## src/rtl/spi_fd_pkg.sv

```systemverilog
package spi_fd_pkg;
  localparam int BYTE_BITS  = 8;
  localparam int BIT_W      = $clog2(BYTE_BITS);
  localparam int ADDR_BYTES = 3;
  localparam int ADDR_W     = ADDR_BYTES * BYTE_BITS;
  localparam int CNT_W      = 3;

  typedef enum logic [3:0] {
    K_NONE, K_ARRAY, K_STAT, K_CFG, K_RDID, K_JEDEC,
    K_WREN, K_WRDI, K_PROG, K_ERASE, K_CHIP, K_WRSR
  } cmd_kind_e;

  typedef struct packed {
    cmd_kind_e  kind;
    logic [1:0] n_addr;
    logic       n_dummy;
    logic [2:0] req_code;
    logic [4:0] mask_bits;
  } op_attr_t;
endpackage

```

## src/rtl/spi_fd_optable.sv

```systemverilog
module spi_fd_optable
  import spi_fd_pkg::*;
(
  input  logic [7:0] op,
  output op_attr_t   attr
);
  always_comb begin
    attr = '{kind: K_NONE, n_addr: 2'd0, n_dummy: 1'b0, req_code: 3'd0, mask_bits: 5'd0};
    case (op)
      8'h03: begin attr.kind = K_ARRAY; attr.n_addr = 2'(ADDR_BYTES); end
      8'h0B: begin attr.kind = K_ARRAY; attr.n_addr = 2'(ADDR_BYTES); attr.n_dummy = 1'b1; end
      8'h05: attr.kind = K_STAT;
      8'h35: attr.kind = K_CFG;
      8'h90, 8'hAB: begin attr.kind = K_RDID; attr.n_addr = 2'(ADDR_BYTES); end
      8'h9F: attr.kind = K_JEDEC;
      8'h06: attr.kind = K_WREN;
      8'h04: attr.kind = K_WRDI;
      8'h02: begin attr.kind = K_PROG; attr.n_addr = 2'(ADDR_BYTES); attr.req_code = 3'd0; end
      8'h20: begin attr.kind = K_ERASE; attr.n_addr = 2'(ADDR_BYTES); attr.req_code = 3'd1; attr.mask_bits = 5'd12; end
      8'h52: begin attr.kind = K_ERASE; attr.n_addr = 2'(ADDR_BYTES); attr.req_code = 3'd2; attr.mask_bits = 5'd15; end
      8'hD8: begin attr.kind = K_ERASE; attr.n_addr = 2'(ADDR_BYTES); attr.req_code = 3'd3; attr.mask_bits = 5'd16; end
      8'h60, 8'hC7: begin attr.kind = K_CHIP; attr.req_code = 3'd4; end
      8'h01: begin attr.kind = K_WRSR; attr.req_code = 3'd5; end
      default: ;
    endcase
  end
endmodule

```

## src/rtl/spi_fd_shifter.sv

```systemverilog
module spi_fd_shifter
  import spi_fd_pkg::*;
(
  input  logic             clk,
  input  logic             rst,
  input  logic             sck,
  input  logic             csn,
  input  logic             si,
  output logic             sck_fall,
  output logic             cs_fall,
  output logic             cs_rise,
  output logic             byte_stb,
  output logic [7:0]       byte_val,
  output logic [CNT_W-1:0] byte_idx,
  output logic             mid_cycle
);
  logic             sck_q, cs_q, sck_rise;
  logic [6:0]       sh;
  logic [BIT_W-1:0] bit_cnt;
  logic [CNT_W-1:0] cnt;

  assign sck_rise  = ~csn & sck & ~sck_q;
  assign sck_fall  = ~csn & ~sck & sck_q;
  assign cs_fall   = ~csn & cs_q;
  assign cs_rise   = csn & ~cs_q;
  assign byte_stb  = sck_rise && (bit_cnt == BIT_W'(BYTE_BITS - 1));
  assign byte_val  = {sh, si};
  assign byte_idx  = cnt;
  assign mid_cycle = (bit_cnt != '0);

  always_ff @(posedge clk) begin
    if (rst) begin
      sck_q   <= 1'b0;
      cs_q    <= 1'b1;
      sh      <= '0;
      bit_cnt <= '0;
      cnt     <= '0;
    end else begin
      sck_q <= sck;
      cs_q  <= csn;
      if (cs_fall) begin
        bit_cnt <= '0;
        cnt     <= '0;
      end else if (sck_rise) begin
        sh      <= {sh[5:0], si};
        bit_cnt <= bit_cnt + 1'b1;
        if (byte_stb && cnt != '1) cnt <= cnt + 1'b1;
      end
    end
  end
endmodule

```

## src/rtl/spi_fd_tx.sv

```systemverilog
module spi_fd_tx
  import spi_fd_pkg::*;
(
  input  logic       clk,
  input  logic       rst,
  input  logic       csn,
  input  logic       sck_fall,
  input  logic       arm,
  input  logic [7:0] load_byte,
  output logic       load_take,
  output logic       so,
  output logic       so_oe
);
  logic             active;
  logic [BIT_W-1:0] cnt;
  logic [6:0]       sr;

  assign load_take = active && sck_fall && (cnt == '0);

  always_ff @(posedge clk) begin
    if (rst || csn) begin
      active <= 1'b0;
      cnt    <= '0;
      sr     <= '0;
      so     <= 1'b0;
      so_oe  <= 1'b0;
    end else if (arm) begin
      active <= 1'b1;
      cnt    <= '0;
    end else if (active && sck_fall) begin
      so_oe <= 1'b1;
      if (cnt == '0) begin
        so  <= load_byte[7];
        sr  <= load_byte[6:0];
        cnt <= BIT_W'(BYTE_BITS - 1);
      end else begin
        so  <= sr[6];
        sr  <= {sr[5:0], 1'b0};
        cnt <= cnt - 1'b1;
      end
    end
  end
endmodule

```

## src/rtl/spi_flash_front.sv

```systemverilog
module spi_flash_front
  import spi_fd_pkg::*;
#(
  parameter logic [7:0]  MFR_ID   = 8'hBF,
  parameter logic [7:0]  DEV_ID   = 8'h8C,
  parameter logic [23:0] JEDEC_ID = 24'hBF258C
) (
  input  logic        clk,
  input  logic        rst,
  input  logic        sck,
  input  logic        csn,
  input  logic        si,
  output logic        so,
  output logic        so_oe,
  input  logic        busy_i,
  input  logic [5:0]  stat_hi,
  input  logic [7:0]  cfg_i,
  output logic [23:0] rd_addr,
  input  logic [7:0]  rd_data,
  output logic        wel,
  output logic        req_valid,
  output logic [2:0]  req_kind,
  output logic [23:0] req_addr,
  output logic [15:0] req_data,
  output logic        req_two
);
  localparam logic [CNT_W-1:0] LEN_PROG  = CNT_W'(ADDR_BYTES + 2);
  localparam logic [CNT_W-1:0] LEN_ERASE = CNT_W'(ADDR_BYTES + 1);
  localparam logic [CNT_W-1:0] LEN_ONE   = CNT_W'(1);

  logic             sck_fall, cs_fall, cs_rise, byte_stb, mid_cycle;
  logic [7:0]       byte_val, op_q, op_sel, tx_byte;
  logic [CNT_W-1:0] byte_idx, n_addr, hdr_last;
  op_attr_t         attr;
  logic [ADDR_W-1:0] addr_q, amask;
  logic [15:0]      data_q;
  logic             id_sel, is_read, arm, load_take, issue;
  logic [1:0]       jidx;

  spi_fd_shifter u_shift (
    .clk(clk), .rst(rst), .sck(sck), .csn(csn), .si(si),
    .sck_fall(sck_fall), .cs_fall(cs_fall), .cs_rise(cs_rise),
    .byte_stb(byte_stb), .byte_val(byte_val), .byte_idx(byte_idx),
    .mid_cycle(mid_cycle)
  );

  assign op_sel = (byte_idx == '0) ? byte_val : op_q;

  spi_fd_optable u_table (.op(op_sel), .attr(attr));

  assign n_addr   = CNT_W'(attr.n_addr);
  assign hdr_last = n_addr + CNT_W'(attr.n_dummy);
  assign amask    = ~((ADDR_W'(1) << attr.mask_bits) - ADDR_W'(1));
  assign is_read  = attr.kind inside {K_ARRAY, K_STAT, K_CFG, K_RDID, K_JEDEC};
  assign arm      = byte_stb && is_read && (byte_idx == hdr_last);

  always_comb begin
    case (attr.kind)
      K_ARRAY: tx_byte = rd_data;
      K_STAT:  tx_byte = {stat_hi, wel, busy_i};
      K_CFG:   tx_byte = cfg_i;
      K_RDID:  tx_byte = id_sel ? DEV_ID : MFR_ID;
      K_JEDEC: tx_byte = (jidx == 2'd0) ? JEDEC_ID[23:16] :
                         (jidx == 2'd1) ? JEDEC_ID[15:8] : JEDEC_ID[7:0];
      default: tx_byte = 8'h00;
    endcase
  end

  always_comb begin
    case (attr.kind)
      K_PROG:  issue = (byte_idx == LEN_PROG);
      K_ERASE: issue = (byte_idx == LEN_ERASE);
      K_CHIP:  issue = (byte_idx == LEN_ONE);
      K_WRSR:  issue = (byte_idx == CNT_W'(2)) || (byte_idx == CNT_W'(3));
      default: issue = 1'b0;
    endcase
  end

  spi_fd_tx u_tx (
    .clk(clk), .rst(rst), .csn(csn), .sck_fall(sck_fall), .arm(arm),
    .load_byte(tx_byte), .load_take(load_take), .so(so), .so_oe(so_oe)
  );

  always_ff @(posedge clk) begin
    if (rst) begin
      op_q      <= '0;
      addr_q    <= '0;
      data_q    <= '0;
      rd_addr   <= '0;
      id_sel    <= 1'b0;
      jidx      <= '0;
      wel       <= 1'b0;
      req_valid <= 1'b0;
      req_kind  <= '0;
      req_addr  <= '0;
      req_data  <= '0;
      req_two   <= 1'b0;
    end else begin
      req_valid <= 1'b0;
      if (cs_fall) begin
        addr_q <= '0;
        data_q <= '0;
        jidx   <= '0;
      end
      if (byte_stb) begin
        if (byte_idx == '0) begin
          op_q <= byte_val;
        end else if (byte_idx <= n_addr) begin
          addr_q <= {addr_q[ADDR_W-9:0], byte_val};
          if (byte_idx == n_addr) begin
            rd_addr <= {addr_q[ADDR_W-9:0], byte_val};
            id_sel  <= byte_val[0];
          end
        end else if (byte_idx > hdr_last) begin
          data_q <= {data_q[7:0], byte_val};
        end
      end
      if (load_take) begin
        rd_addr <= rd_addr + 1'b1;
        id_sel  <= ~id_sel;
        jidx    <= (jidx == 2'd2) ? 2'd0 : jidx + 2'd1;
      end
      if (cs_rise && !mid_cycle) begin
        if (attr.kind == K_WREN && byte_idx == LEN_ONE) wel <= 1'b1;
        if (attr.kind == K_WRDI && byte_idx == LEN_ONE) wel <= 1'b0;
        if (issue && wel) begin
          req_valid <= 1'b1;
          wel       <= 1'b0;
          req_kind  <= attr.req_code;
          req_addr  <= addr_q & amask;
          req_data  <= data_q;
          req_two   <= (byte_idx == CNT_W'(3));
        end
      end
    end
  end
endmodule

```

## config.mk

```make
export PLATFORM = sky130hd
export DESIGN_NAME = spi_flash_front
export DESIGN_NICKNAME = d
export VERILOG_FILES = /design/src/rtl/spi_fd_pkg.sv /design/src/rtl/spi_fd_optable.sv /design/src/rtl/spi_fd_shifter.sv /design/src/rtl/spi_fd_tx.sv /design/src/rtl/spi_flash_front.sv
export SDC_FILE = /design/constraint.sdc
export NUM_CORES = 1
export LEC_CHECK = 0
export BUFFER_PORTS_ARGS = -buffer_cell sky130_fd_sc_hd__buf_2
export CAP_MARGIN = 40
export CORE_ASPECT_RATIO = 1.75
export CORE_MARGIN = 3
export CORE_UTILIZATION = 45
export CTS_BUF_LIST = sky130_fd_sc_hd__clkbuf_4 sky130_fd_sc_hd__clkbuf_8 sky130_fd_sc_hd__clkbuf_16
export CTS_CLUSTER_DIAMETER = 80
export CTS_CLUSTER_SIZE = 25
export DETAILED_ROUTE_END_ITERATION = 7
export GPL_TIMING_DRIVEN = 0
export MAX_ROUTING_LAYER = met4
export PLACE_DENSITY = 0.69
export SYNTH_ARGS = -nofsm -noshare
export SYNTH_HDL_FRONTEND = slang
export SYNTH_HIERARCHICAL = 1
export SYNTH_SLANG_ARGS = --single-unit
```

## constraint.sdc

```tcl
create_clock -name clk -period 14.2 [get_ports clk]
set_clock_uncertainty 0.05 [all_clocks]
set_input_delay 0.71 -clock clk [delete_from_list [all_inputs] [get_ports clk]]
set_output_delay 0.71 -clock clk [all_outputs]
set_load 0.01 [all_outputs]
```

; Word-level counts from Yosys, hierarchy flattened
; Index checks and enable logic that the tools add are counted.
[word_totals]
ff_bits = 149
elab_cells = 164
out_inout_bits = 72
[classes]
mux = 40
n_eq_ne = 39
reduce_logical = 37
magnitude_cmp = 2
shift = 1
bitwise = 16
add_sub_neg = 7
[op_table]
columns = operator, count
row1 = 24-bit two-way mux, 9
row2 = 16-bit two-way mux, 5
row3 = 4-bit one-hot mux with 11 select lines, 1
row4 = "8-bit equality test, second input constant", 5
row5 = 8-bit one-hot mux with 5 select lines, 1
row6 = "24-bit by 1-bit adder with 24-bit output, second input constant", 1
row7 = 24-bit bitwise AND, 1
row8 = "8-bit by 3-bit equality test with 1-bit output, second input constant", 3
row9 = 8-bit two-way mux, 3
row10 = 24-bit inverter, 1
row11 = "1-bit by 5-bit left shift with 24-bit output, first input constant", 1
row12 = "24-bit by 2-bit subtractor with 24-bit output, second input constant", 1
row13 = "4-bit by 3-bit equality test with 1-bit output, second input constant", 4
row14 = "4-bit equality test, second input constant", 4
row15 = "8-bit by 2-bit equality test with 1-bit output, second input constant", 2
row16 = "8-bit by 6-bit equality test with 1-bit output, second input constant", 2
row17 = "8-bit by 7-bit equality test with 1-bit output, second input constant", 2
row18 = 3-bit one-hot mux with 5 select lines, 1
row19 = 5-bit one-hot mux with 3 select lines, 1
row20 = 2-bit OR reduction, 6
row21 = 1-bit two-way mux, 11
row22 = 1-bit logical AND, 10
row23 = 2-bit AND reduction, 5
row24 = "3-bit equality test, second input constant", 3
row25 = other kinds (35), 59

; Depth between registers and ports, before layout
; Gate-level depths: netlist (run 1).
[depth]
depth_word = 11
mapped_depth = 20
depth_no_buf = 15

; Modules after synthesis
; Netlist (run 1), hierarchy kept.
[by_module_without_submodules]
columns = module, area_each_um2, cells_each, instances
row1 = spi_flash_front, 5984.5, 753, 1
row2 = spi_fd_shifter, 699.4, 68, 1
row3 = spi_fd_tx, 619.3, 74, 1
row4 = spi_fd_optable, 390.4, 59, 1

; Least setup slack after synthesis (run 1)
; No wires, ideal clock.
[synth_timing]
path_kind = reg-to-reg
start = register u_shift.cnt[2] (netlist: u_shift/byte_idx[2])
end = register u_tx.so
setup_ns = 0.091
period_less_slack_ns = 4.558
slack_ns = 9.642
required_ns = 14.059
path_stages_with_launch = 19
t_arrival_ns = 4.417
path_cell_list = dfxtp_1 buf_2 nor3_2 mux2_2 buf_6 or4_1 buf_2 or3_1 o211ai_1 ha_1 ha_1 inv_1 ha_1 nand3_1 a2111oi_0 and3b_1 buf_6 buf_12 a311oi_1
[synth_rtl]
columns = element, line
row1 = from (decl), spi_fd_shifter.sv:20  ; logic [CNT_W-1:0] cnt;
row2 = from (signal assigned), spi_fd_shifter.sv:47  ; if (byte_stb && cnt != '1) cnt <= cnt + 1'b1;
row3 = to (signal assigned), spi_fd_tx.sv:33  ; so <= load_byte[7];
row4 = to (signal assigned), spi_fd_tx.sv:37  ; so <= sr[6];
row5 = to (decl), spi_fd_tx.sv:11  ; output logic so,

==> results of run 1 <==
[where the power goes]
part	total, W	internal [W]	switching, W
clock	0.000470	0.000281	0.000189
combinational	0.0000391	0.0000144	0.0000248
sequential	0.000419	0.000418	0.000000524
total	0.000928	0.000714	0.000215
[cell families after synthesis]
kind of cell / share of synthesized area
compound gates: 0.186
flops: 0.388
xor+xnor: 0.00342
fa+ha+maj: 0.0260
mux: 0.0546
buf+inv: 0.0577
simple gates: 0.284
[state kept, by name (all words and copies together) (netlist names), 2 cells and up]
name and count:
addr_q 24, rd_addr 24, req_addr 24, data_q 16
req_data 16, op_q 8, u_shift/sh 7, u_tx/sr 7
req_kind 3, u_shift/bit_cnt 3, u_shift/byte_idx 3, u_tx/cnt 3
jidx 2
[stage by stage]
step           setup WS, ps  utilization
6_report               8810        0.547
5_1_grt                8360        0.547
4_1_cts                8810        0.547
3_5_place_dp           8850        0.510
3_3_place_gp           8870        0.510
2_1_floorplan          9640            -
[how the worst min path moves through the flow]
stage | startpoint | endpoint | cells after the start
after CTS | req_addr[18] | req_addr[18] | 2
after detailed placement | req_addr[18] | req_addr[18] | 2
after global routing | req_addr[6] | req_addr[6] | 2
after floorplan | data_q[10] | req_data[10] | 2
after global placement | req_addr[18] | req_addr[18] | 2
final | req_addr[18] | req_addr[18] | 2
[layer usage]
metal	wire, µm	global-route usage
met1	8610	0.262
met2	12500	0.471
met3	963	0.0382
met4	862	0.111
met5	0	-
[area by class of cell]
cell class / instances / area share
multi-input combinational: 709 / 0.470
buffer: 78 / 0.0415
clock inverter: 14 / 0.0194
tap: 224 / 0.0309
sequential: 149 / 0.329
inverter: 18 / 0.00744
clock buffer: 18 / 0.0477
timing repair buffer: 99 / 0.0546
[cell usage in the layout (no fill, tap or decap), types with 4 or more instances in the layout]
| cell type | n |
|---|---|
| a211oi_1 | 5 |
| a21oi_1 | 102 |
| a22oi_1 | 12 |
| a311oi_1 | 9 |
| a31oi_1 | 11 |
| and2_1 | 6 |
| and3_1 | 7 |
| buf_2 | 117 |
| buf_4 | 6 |
| clkbuf_1 | 49 |
| clkbuf_16 | 17 |
| dfxtp_1 | 149 |
| ha_1 | 16 |
| inv_1 | 17 |
| mux2_2 | 16 |
| mux2i_1 | 24 |
| nand2_1 | 129 |
| nand2b_1 | 13 |
| nand3_1 | 48 |
| nand3b_1 | 37 |
| nand4_1 | 15 |
| nor2_1 | 67 |
| nor2b_1 | 27 |
| nor3_1 | 16 |
| o2111ai_1 | 4 |
| o211ai_1 | 10 |
| o21ai_0 | 43 |
| o21ai_1 | 4 |
| or2_2 | 7 |
| or3_1 | 8 |
[worst max-delay path: cells and delay by family, from the launching register on]
family                   cells  cell delay (ps)
multiplexers                 1              420
buffers and inverters        5              740
AND/OR/NAND/NOR              6             1990
AO/OA/AOI/OAI                3             1090
adder cells (fa/ha/maj)      3              640
flip-flops                   1              360
==> metrics.md, run 1 <==
| Metric | Value |
|---|---|
| Synth top area share | 0.388 |
| CTS Buffer Depth | 2 |
| Fin Setup TNS | 0 ps |
| Register area | 2980 µm² |
| Post-CTS resize count | 0 |
| Die Ht | 179 µm |
| Layout Nets | 1116 |
| Worst R2R End | u_tx/so |
| Die area | 18800 µm² |
| Cell Rows | 62 |
| Share of post-route cells with drive strength above 1 | 0.182 |
| P per Cell Area | 102 nW/µm² |
| Post-DP HPWL | 17300 µm |
| WP data arrival | 5670 ps |
| CTS buffer count | 17 |
| Crit path capture | u_tx/so |
| Critical R2R Launch | u_shift/byte_idx[1] |
| Setup bufs post-CTS | 0 |
| Top-count cell post-synth | dfxtp_1 |
| Multi-input logic area | 4270 µm² |
| CTS clk-pin slew, worst paths | 60 ps |
| Drt pass-1 iters | 5 |
| Clk_lat worst skew | 430 ps |
| Leak Pwr | 3.37 nW |
| # clock sinks | 149 |
| Synth async-reset ratio | 0 |
| Reg2reg path depth | 18 |
| Die Wd | 105 µm |
| Worst-margin pin slew | 836 ps |
| Hold WS | 395 ps |
| Seq cells post-synth | 149 |
| Routed WL per cell | 17.5 µm |
| Total power | 0.000928 W |
| Setup violations, final | 0 |
| Vias | 7509 |
| Netlist cell types | 77 |
| Starting Density | 0.463 |
| Post-DRT Antenna Nets | 0 |
| Top cells by count, synth | 149 x dfxtp_1, 129 x nand2_1, 102 x a21oi_1 |
| Largest net degree at the start of global routing | 17 |
| Syn_area_per_cell | 8.06 µm² |
| Worst setup EP type | flip-flop |
| Global route overflow | 0 |
| Post-synth EDFFs | 0 |
| Filler Cell Count | 1669 |
| Boundary pin count | 100 |
| P&R area growth vs syn | 18.0% |
| Core Region | 16600 µm² |
| Post-Synthesis Cells | 954 |
| CP peak stage delay | 670 ps |
| CTS tree | done |
| Global Route Usage Sum | 0.253 |
| Post-synth top flop | dfxtp_1 |
| Worst setup path category | flip-flop to flip-flop |
| Area leader, netlist | dfxtp_1 |
| Vias in the first global route | 7161 |
| Tcrit/Tclk final | 0.379 |
| Finished Layout Cells | 1309 |
| Root buffer cell | clkbuf_16 |
| DP Area | 8470 µm² |
| Crit Path Max Fanout | 10 |
| Vias/cell | 5.74 |
| Tightest Hold Check Type | flip-flop to flip-flop |
| Slack of the worst reg-to-reg path | 8810 ps |
| Cell Chain, Critical Path | clkbuf_1, nor3_2, mux2_2, buf_2, or4b_1, nor3_2, nor4b_1, o211ai_1, ha_1, ha_1, inv_1, ha_1, nand3_1, a2111oi_0, and3b_1, buf_6, buf_12, a311oi_1 |
| F_max | 0.186 GHz |
| Critical path's slowest cell | a2111oi_0 |
| Outcome | completed |
| Max H-tree Level | 4 |
| Tmin final | 5390 ps |
| Yosys warns | 6 |
| Unrepaired setup endpoints after global routing | false |
| Slew Viols, Final | 0 |
| Synthesized cell area | 7690 µm² |
| Most frequent CP cell | ha_1 |
| Critical path launch point type | flip-flop |
| First DRT Iteration DRCs | 430 |
| First-pass GRT wire length | 37000 µm |
| Antenna violations before repair | 0 |
| Post-route cell area | 9080 µm² |
| Max-Cap Viols | 0 |
| RePlAce Congestion | 1.06 |
| Synth Net Count | 998 |
| Inserted Diodes | 0 |
| Post-cts hold buffer count | 0 |
| Worst Setup SP | u_shift/byte_idx[1] |
| Register area share after synthesis | 0.388 |
| Fin. Hold Viols | 0 |
| Required time of the critical path | 14480 ps |
| Maximum vdd drop | 0.0648 mV |
| Total Routed Length | 22900 µm |
| Placed insts | 1277 |
| DRC violations left | 0 |
| Synth top area cells | dfxtp_1 39%, a21oi_1 6.6%, nand2_1 6.3% |
| Port-buffer cells | 99 |
| Rel. slew slack | 0.443 |
Power figures use the tool's default switching activity.
==> inputs of run 2 (changes only) <==
--- a/config.mk
+++ b/config.mk
@@ -5,6 +5,7 @@
 export SDC_FILE = /design/constraint.sdc
 export NUM_CORES = 1
 export LEC_CHECK = 0
+export ABC_AREA = 1
 export BUFFER_PORTS_ARGS = -buffer_cell sky130_fd_sc_hd__buf_2
 export CAP_MARGIN = 40
 export CORE_ASPECT_RATIO = 1.75
@@ -16,7 +17,7 @@
 export DETAILED_ROUTE_END_ITERATION = 7
 export GPL_TIMING_DRIVEN = 0
 export MAX_ROUTING_LAYER = met4
-export PLACE_DENSITY = 0.69
+export PLACE_DENSITY = 0.68
 export SYNTH_ARGS = -nofsm -noshare
 export SYNTH_HDL_FRONTEND = slang
 export SYNTH_HIERARCHICAL = 1
==> constraint.sdc (replaced) <==
create_clock -name clk -period 5.3 [get_ports clk]
set_clock_uncertainty 0.05 [all_clocks]
set_input_delay 0.265 -clock clk [delete_from_list [all_inputs] [get_ports clk]]
set_output_delay 0.265 -clock clk [all_outputs]
set_load 0.01 [all_outputs]
==> run 2 against run 1 <==
Effect of this change:
- non-clock buffer count decreased by 26
- via count rose by 10%
- cell count up 19%
- sequential cell count stayed put
- die area grew 3.7%
- routed wire length rose by 6.8%
- clock power grew to 2.7 times the previous value
- critical path type unchanged
- critical endpoint unchanged
==> metrics.md, run 2 <==
| Metric | Value |
|---|---|
| Root buffer cell | clkbuf_16 |
| Rel. slew slack | 0.486 |
| Post-route cell area | 9400 µm² |
| Antenna violations before repair | 0 |
| Register area share after synthesis | 0.373 |
| Post-cts hold buffer count | 0 |
| Tmin final | 4310 ps |
| Vias/cell | 5.31 |
| Post-Synthesis Cells | 1198 |
| First DRT Iteration DRCs | 472 |
| F_max | 0.232 GHz |
| Unrepaired setup endpoints after global routing | false |
| P per Cell Area | 270 nW/µm² |
| Required time of the critical path | 5560 ps |
| Setup bufs post-CTS | 0 |
| Global Route Usage Sum | 0.262 |
| Buffers & Inverters on Critical Path | 5 |
| Layout Nets | 1361 |
| Worst setup EP type | flip-flop |
| Synth async-reset ratio | 0 |
| Inserted Diodes | 0 |
| DP Area | 8780 µm² |
| Fin. Hold Viols | 0 |
| Max H-tree Level | 4 |
| Synth Net Count | 1242 |
| Setup violations, final | 0 |
| Outcome | completed |
| Worst setup path category | flip-flop to flip-flop |
| P&R area growth vs syn | 17.6% |
| Fin Setup TNS | 0 ps |
| CTS buffer count | 17 |
| CTS tree | done |
| Crit Path Max Fanout | 10 |
| Post-DRT Antenna Nets | 0 |
| CTS Buffer Depth | 2 |
| Top-count cell post-synth | nand2_1 |
| CTS clk-pin slew, worst paths | 60 ps |
| Register area | 2980 µm² |
| Post-synth EDFFs | 0 |
| Syn_area_per_cell | 6.67 µm² |
| DRC violations left | 0 |
| Yosys warns | 6 |
| # clock sinks | 149 |
| Boundary pin count | 100 |
| Post-CTS resize count | 0 |
| Drt pass-1 iters | 5 |
| Post-DP HPWL | 19000 µm |
| WP data arrival | 4570 ps |
| Core Region | 17200 µm² |
| Max-Cap Viols | 0 |
| Tightest Hold Check Type | input pin to flip-flop |
| Most frequent cells in the layout | 254 x nand2_1, 154 x nor2_1, 149 x dfxtp_1, 132 x inv_1, 119 x a21oi_1 |
| Post-synth top flop | dfxtp_1 |
| CP peak stage delay | 650 ps |
| Filler Cell Count | 1832 |
| Total Routed Length | 24500 µm |
| Routed WL per cell | 15.7 µm |
| Die area | 19500 µm² |
| Netlist cell types | 40 |
| Global route overflow | 0 |
| RePlAce Congestion | 0.973 |
| Cell Rows | 63 |
| Largest net degree at the start of global routing | 17 |
| Vias in the first global route | 7826 |
| Commonest non-fill, non-tap cell in the layout | nand2_1 |
| Critical path launch point type | flip-flop |
| Area leader, netlist | dfxtp_1 |
| Critical path's slowest cell | o21ai_0 |
| Synthesized cell area | 7990 µm² |
| Starting Density | 0.465 |
| Multi-input logic area | 4200 µm² |
| Die Ht | 182 µm |
| Tcrit/Tclk final | 0.814 |
| Share of post-route cells with drive strength above 1 | 0.162 |
| Leak Pwr | 4.15 nW |
| Die Wd | 107 µm |
| Regs by FF count | addr_q x24, rd_addr x24, req_addr x24 |
| Vias | 8270 |
| CP delay by family, top | compound AO/OA/AOI/OAI gates |
| Top cells by count, synth | 254 x nand2_1, 154 x nor2_1, 149 x dfxtp_1 |
| Slack of the worst reg-to-reg path | 990 ps |
| Synth top area share | 0.373 |
| Seq cells post-synth | 149 |
| First-pass GRT wire length | 39300 µm |
| Port-buffer cells | 99 |
| Maximum vdd drop | 0.164 mV |
| Slew Viols, Final | 0 |
| Clk_lat worst skew | 420 ps |
| Synth top area cells | dfxtp_1 37%, nand2_1 12%, a21oi_1 7.5% |
| Cell Chain, Critical Path | nor3_2, clkbuf_1, o21ai_0, inv_2, nand2_2, nor2_1, nand2_2, nand3_2, nor2_2, nand2_1, ha_1, ha_1, inv_1, ha_1, nand2_1, inv_1, nand3_1, a21oi_1, nor2_4, buf_6, o21ai_0, nor2_1 |
| Worst-margin pin slew | 764 ps |
| Most frequent CP cell | ha_1 |
## run 2: layout make-up
type,instances,area share
multi-input cells,850,0.447
flip-flops and latches,149,0.317
inverters,148,0.0599
repair buffers,100,0.0532
clock buffers,21,0.0505
well taps,227,0.0302
plain buffers,51,0.0264
clock inverters,11,0.0158
## run 2: logic make-up (layout without fill, tap and decap cells)
kind of cell | count (synthesis) | in the layout | synth area share
adders and majority gates | 16 | 16 | 0.0251
DFF | 149 | 149 | 0.373
AOI/OAI and AO/OA | 268 | 268 | 0.182
and+or+nand+nor | 557 | 557 | 0.308
xor gates and xnor gates | 9 | 9 | 0.00986
buffers and inverters | 199 | 331 | 0.101
## run 2: worst reg2reg max path, stage by stage, from the launching register on
cell	delay, ps
dfxtp_1	550
nor3_2	90
clkbuf_1	200
o21ai_0	650
inv_2	100
nand2_2	120
nor2_1	60
nand2_2	150
nand3_2	120
nor2_2	110
nand2_1	110
ha_1	210
ha_1	270
inv_1	40
ha_1	260
nand2_1	70
inv_1	70
nand3_1	100
a21oi_1	390
nor2_4	120
buf_6	160
o21ai_0	140
nor2_1	60
## run 2: path summary, 6_finish.rpt
| check | endpoint | cells after the start | from |
|---|---|---|---|
| worst max-delay path | u_tx/so | 22 | u_shift/byte_idx[1] |
| worst min-delay path | u_shift/sck_q | 3 | sck |
| worst max register to register | u_tx/so | 22 | u_shift/byte_idx[1] |
| worst min register to register | req_data[4] | 2 | req_data[4] |
## run 2: metal layers
| layer | vias to the layer above | track usage | share of wire |
|---|---|---|---|
| met5 | - | - | 0 |
| met4 | 0 | 0.118 | 0.040 |
| met3 | 60 | 0.0319 | 0.041 |
| met2 | 233 | 0.497 | 0.55 |
| met1 | 3809 | 0.263 | 0.37 |
| li1 | 4168 | - | - |
## run 2: report_power, final
part           leakage, nW  switching, W  internal (W)
clock network        0.299      0.000486      0.000785
logic                 2.65      0.000101     0.0000422
registers             1.20    0.00000378       0.00112
total                 4.15      0.000591       0.00195
## run 2: stage by stage
stage	util	cells	hold WS (ps)	setup slack (ps)	power, W
global route	0.547	1557	82.9	459	0.00261
floorplan	-	1198	287	1800	0.00125
global placement	0.510	1524	399	1040	0.00129
finish	0.547	1557	74.8	987	0.00254
CTS	0.547	1557	56.0	959	0.00255
detailed placement	0.511	1525	403	991	0.00129
==> inputs of run 3 (changes only) <==
--- a/config.mk
+++ b/config.mk
@@ -17,7 +17,7 @@
 export DETAILED_ROUTE_END_ITERATION = 7
 export GPL_TIMING_DRIVEN = 0
 export MAX_ROUTING_LAYER = met4
-export PLACE_DENSITY = 0.68
+export PLACE_DENSITY = 0.71
 export SYNTH_ARGS = -nofsm -noshare
 export SYNTH_HDL_FRONTEND = slang
 export SYNTH_HIERARCHICAL = 1
==> constraint.sdc (replaced) <==
create_clock -name clk -period 3.76 [get_ports clk]
set_clock_uncertainty 0.05 [all_clocks]
set_input_delay 0.188 -clock clk [delete_from_list [all_inputs] [get_ports clk]]
set_output_delay 0.188 -clock clk [all_outputs]
set_load 0.01 [all_outputs]
==> run 3 against run 2 <==
Effect of this change:
- routed wire length rose by 0.98%
- worst setup slack got worse by 830 ps
- global-route usage fell by 0.12 points
- hold slack got worse by 55 ps
- non-clock buffer count rose by 8
- largest cell class unchanged
- die area did not move
- fmax rose by 20%
- power rose by 43%
- cell count rose by 0.51%
- critical path type unchanged
- sequential cell count did not move
==> metrics.md, run 3 (same netlist as run 2, synthesis figures left out) <==
| Metric | Value |
|---|---|
| Outcome | completed |
| Maximum vdd drop | 0.266 mV |
| Most frequent cells in the layout | 249 x nand2_1, 152 x nor2_1, 146 x dfxtp_1, 132 x inv_1, 114 x buf_2 |
| Filler Cell Count | 1778 |
| Total Routed Length | 24700 µm |
| Cell Chain, Critical Path | nor3_4, buf_4, clkbuf_16, o21ai_4, buf_4, nor2_1, nand3_1, nor2_1, nor2_1, nand2_2, ha_1, ha_1, inv_1, ha_1, nand2_1, inv_1, a21oi_1, nand2_1, inv_2, buf_6, a21oi_1, a211oi_1 |
| Share of post-route cells with drive strength above 1 | 0.189 |
| Vias in the first global route | 7963 |
| Die area | 19500 µm² |
| CP peak stage delay | 380 ps |
| Multi-input logic area | 4380 µm² |
| First-pass GRT wire length | 39200 µm |
| CTS Buffer Depth | 2 |
| Global route overflow | 0 |
| Worst setup EP type | flip-flop |
| CTS buffer count | 17 |
| Post-DP HPWL | 19200 µm |
| Clk_lat worst skew | 430 ps |
| Largest net degree at the start of global routing | 17 |
| Critical path launch point type | flip-flop |
| P per Cell Area | 374 nW/µm² |
| Die Wd | 107 µm |
| Routed WL per cell | 15.8 µm |
| Slew Viols, Final | 0 |
| Regs by FF count | addr_q x24, rd_addr x24, req_addr x24 |
| Post-DRT Antenna Nets | 0 |
| Global Route Usage Sum | 0.261 |
| Fin Setup TNS | 0 ps |
| Tightest Hold Check Type | input pin to flip-flop |
| Worst setup path category | flip-flop to flip-flop |
| Register area | 2990 µm² |
| Starting Density | 0.465 |
| Layout Nets | 1369 |
| Leak Pwr | 4.25 nW |
| Vias | 8328 |
| First DRT Iteration DRCs | 432 |
| Drt pass-1 iters | 5 |
| Setup violations, final | 0 |
| Boundary pin count | 100 |
| Unrepaired setup endpoints after global routing | true |
| Core Region | 17200 µm² |
| Inserted Diodes | 0 |
| Buffers & Inverters on Critical Path | 7 |
| # clock sinks | 149 |
| Max-Cap Viols | 0 |
| CP delay by family, top | simple AND/OR/NAND/NOR gates |
| Vias/cell | 5.32 |
| Max H-tree Level | 4 |
| DRC violations left | 0 |
| Final core occ | 0.565 |
| Commonest non-fill, non-tap cell in the layout | nand2_1 |
| Hold WS | 20.3 ps |
| Tmin final | 3610 ps |
| Antenna violations before repair | 0 |
| Cell Rows | 63 |
| P&R area growth vs syn | 21.4% |
| Die Ht | 182 µm |
| F_max | 0.277 GHz |
| Root buffer cell | clkbuf_16 |
| Tcrit/Tclk final | 0.959 |
| Rel. slew slack | 0.479 |
| Port-buffer cells | 99 |
| Worst-margin pin slew | 781 ps |
| Crit Path Max Fanout | 10 |
| Fin. Hold Viols | 0 |
| Required time of the critical path | 4040 ps |
| CTS tree | done |
| RePlAce Congestion | 0.989 |
| Critical path's slowest cell | dfxtp_4 |
| CTS clk-pin slew, worst paths | 60 ps |
| WP data arrival | 3880 ps |
run 3: changes by cell type in the layout (fill, tap and decap cells not counted), sizes merged:
cell | before | now
bufinv | 3 | 4
clkbuf | 48 | 47
buf | 124 | 130
dlygate4sd3 | 0 | 2
run 3: area by class of cell:
| type | instances | area share |
|---|---|---|
| clock inverters | 12 | 0.0184 |
| well taps | 227 | 0.0293 |
| plain buffers | 51 | 0.0277 |
| multi-input cells | 850 | 0.452 |
| inverters | 148 | 0.0583 |
| flip-flops and latches | 149 | 0.308 |
| repair buffers | 108 | 0.0601 |
| clock buffers | 20 | 0.0462 |
run 3: stage by stage:
stage / total power, W / cells / instance area (µm²) / worst slack [ps]
6_report: 0.00362 / 1565 / 9700 / 153
5_1_grt: 0.00373 / 1565 / 9700 / -31.8
4_1_cts: 0.00363 / 1561 / 9500 / 22.2
3_5_place_dp: 0.00182 / 1525 / 8780 / -498
3_3_place_gp: 0.00182 / 1524 / 8770 / -467
2_1_floorplan: 0.00176 / 1198 / 7990 / 263
run 3: path summary, 6_finish.rpt:
check / to / startpoint / cells past startpoint / slack (ps)
worst min register to register: req_addr[9] / req_addr[9] / 2 / 410
worst max register to register: data_q[7] / u_shift/byte_idx[1] / 22 / 150
worst min-delay path: u_shift/sck_q / rst / 2 / 20
worst max-delay path: data_q[7] / u_shift/byte_idx[1] / 22 / 150
run 3: layer usage:
metal | track usage | vias to the layer above | share of wire
met3 | 0.0414 | 85 | 0.049
li1 | - | 4182 | -
met1 | 0.250 | 3783 | 0.36
met2 | 0.487 | 278 | 0.53
met5 | - | - | 0
met4 | 0.146 | 0 | 0.054
run 3: power breakdown:
| part | switching [W] | internal, W |
|---|---|---|
| Clock | 0.000690 | 0.00113 |
| Combinational | 0.000148 | 0.0000648 |
| Sequential | 0.00000531 | 0.00158 |
| Total | 0.000844 | 0.00278 |
run 3: repair_timing:
| action | CTS | global route |
|---|---|---|
| hold buffers | 2 | 0 |
| endpoints found under the hold margin | 2 | 0 |
| buffers inserted | 2 | 3 |
| gates resized for setup | 24 | 43 |
| cloned | 0 | 1 |
| pin swaps | 1 | 4 |
| setup endpoints to repair | 67 | 61 |
run 3: worst reg2reg max path: cells and delay by family (launching register included):
family,cells,cell delay (ps)
adder cells (fa/ha/maj),3,580
buffers and inverters,7,850
AND/OR/NAND/NOR,8,1130
AO/OA/AOI/OAI,4,530
flip-flops,1,380
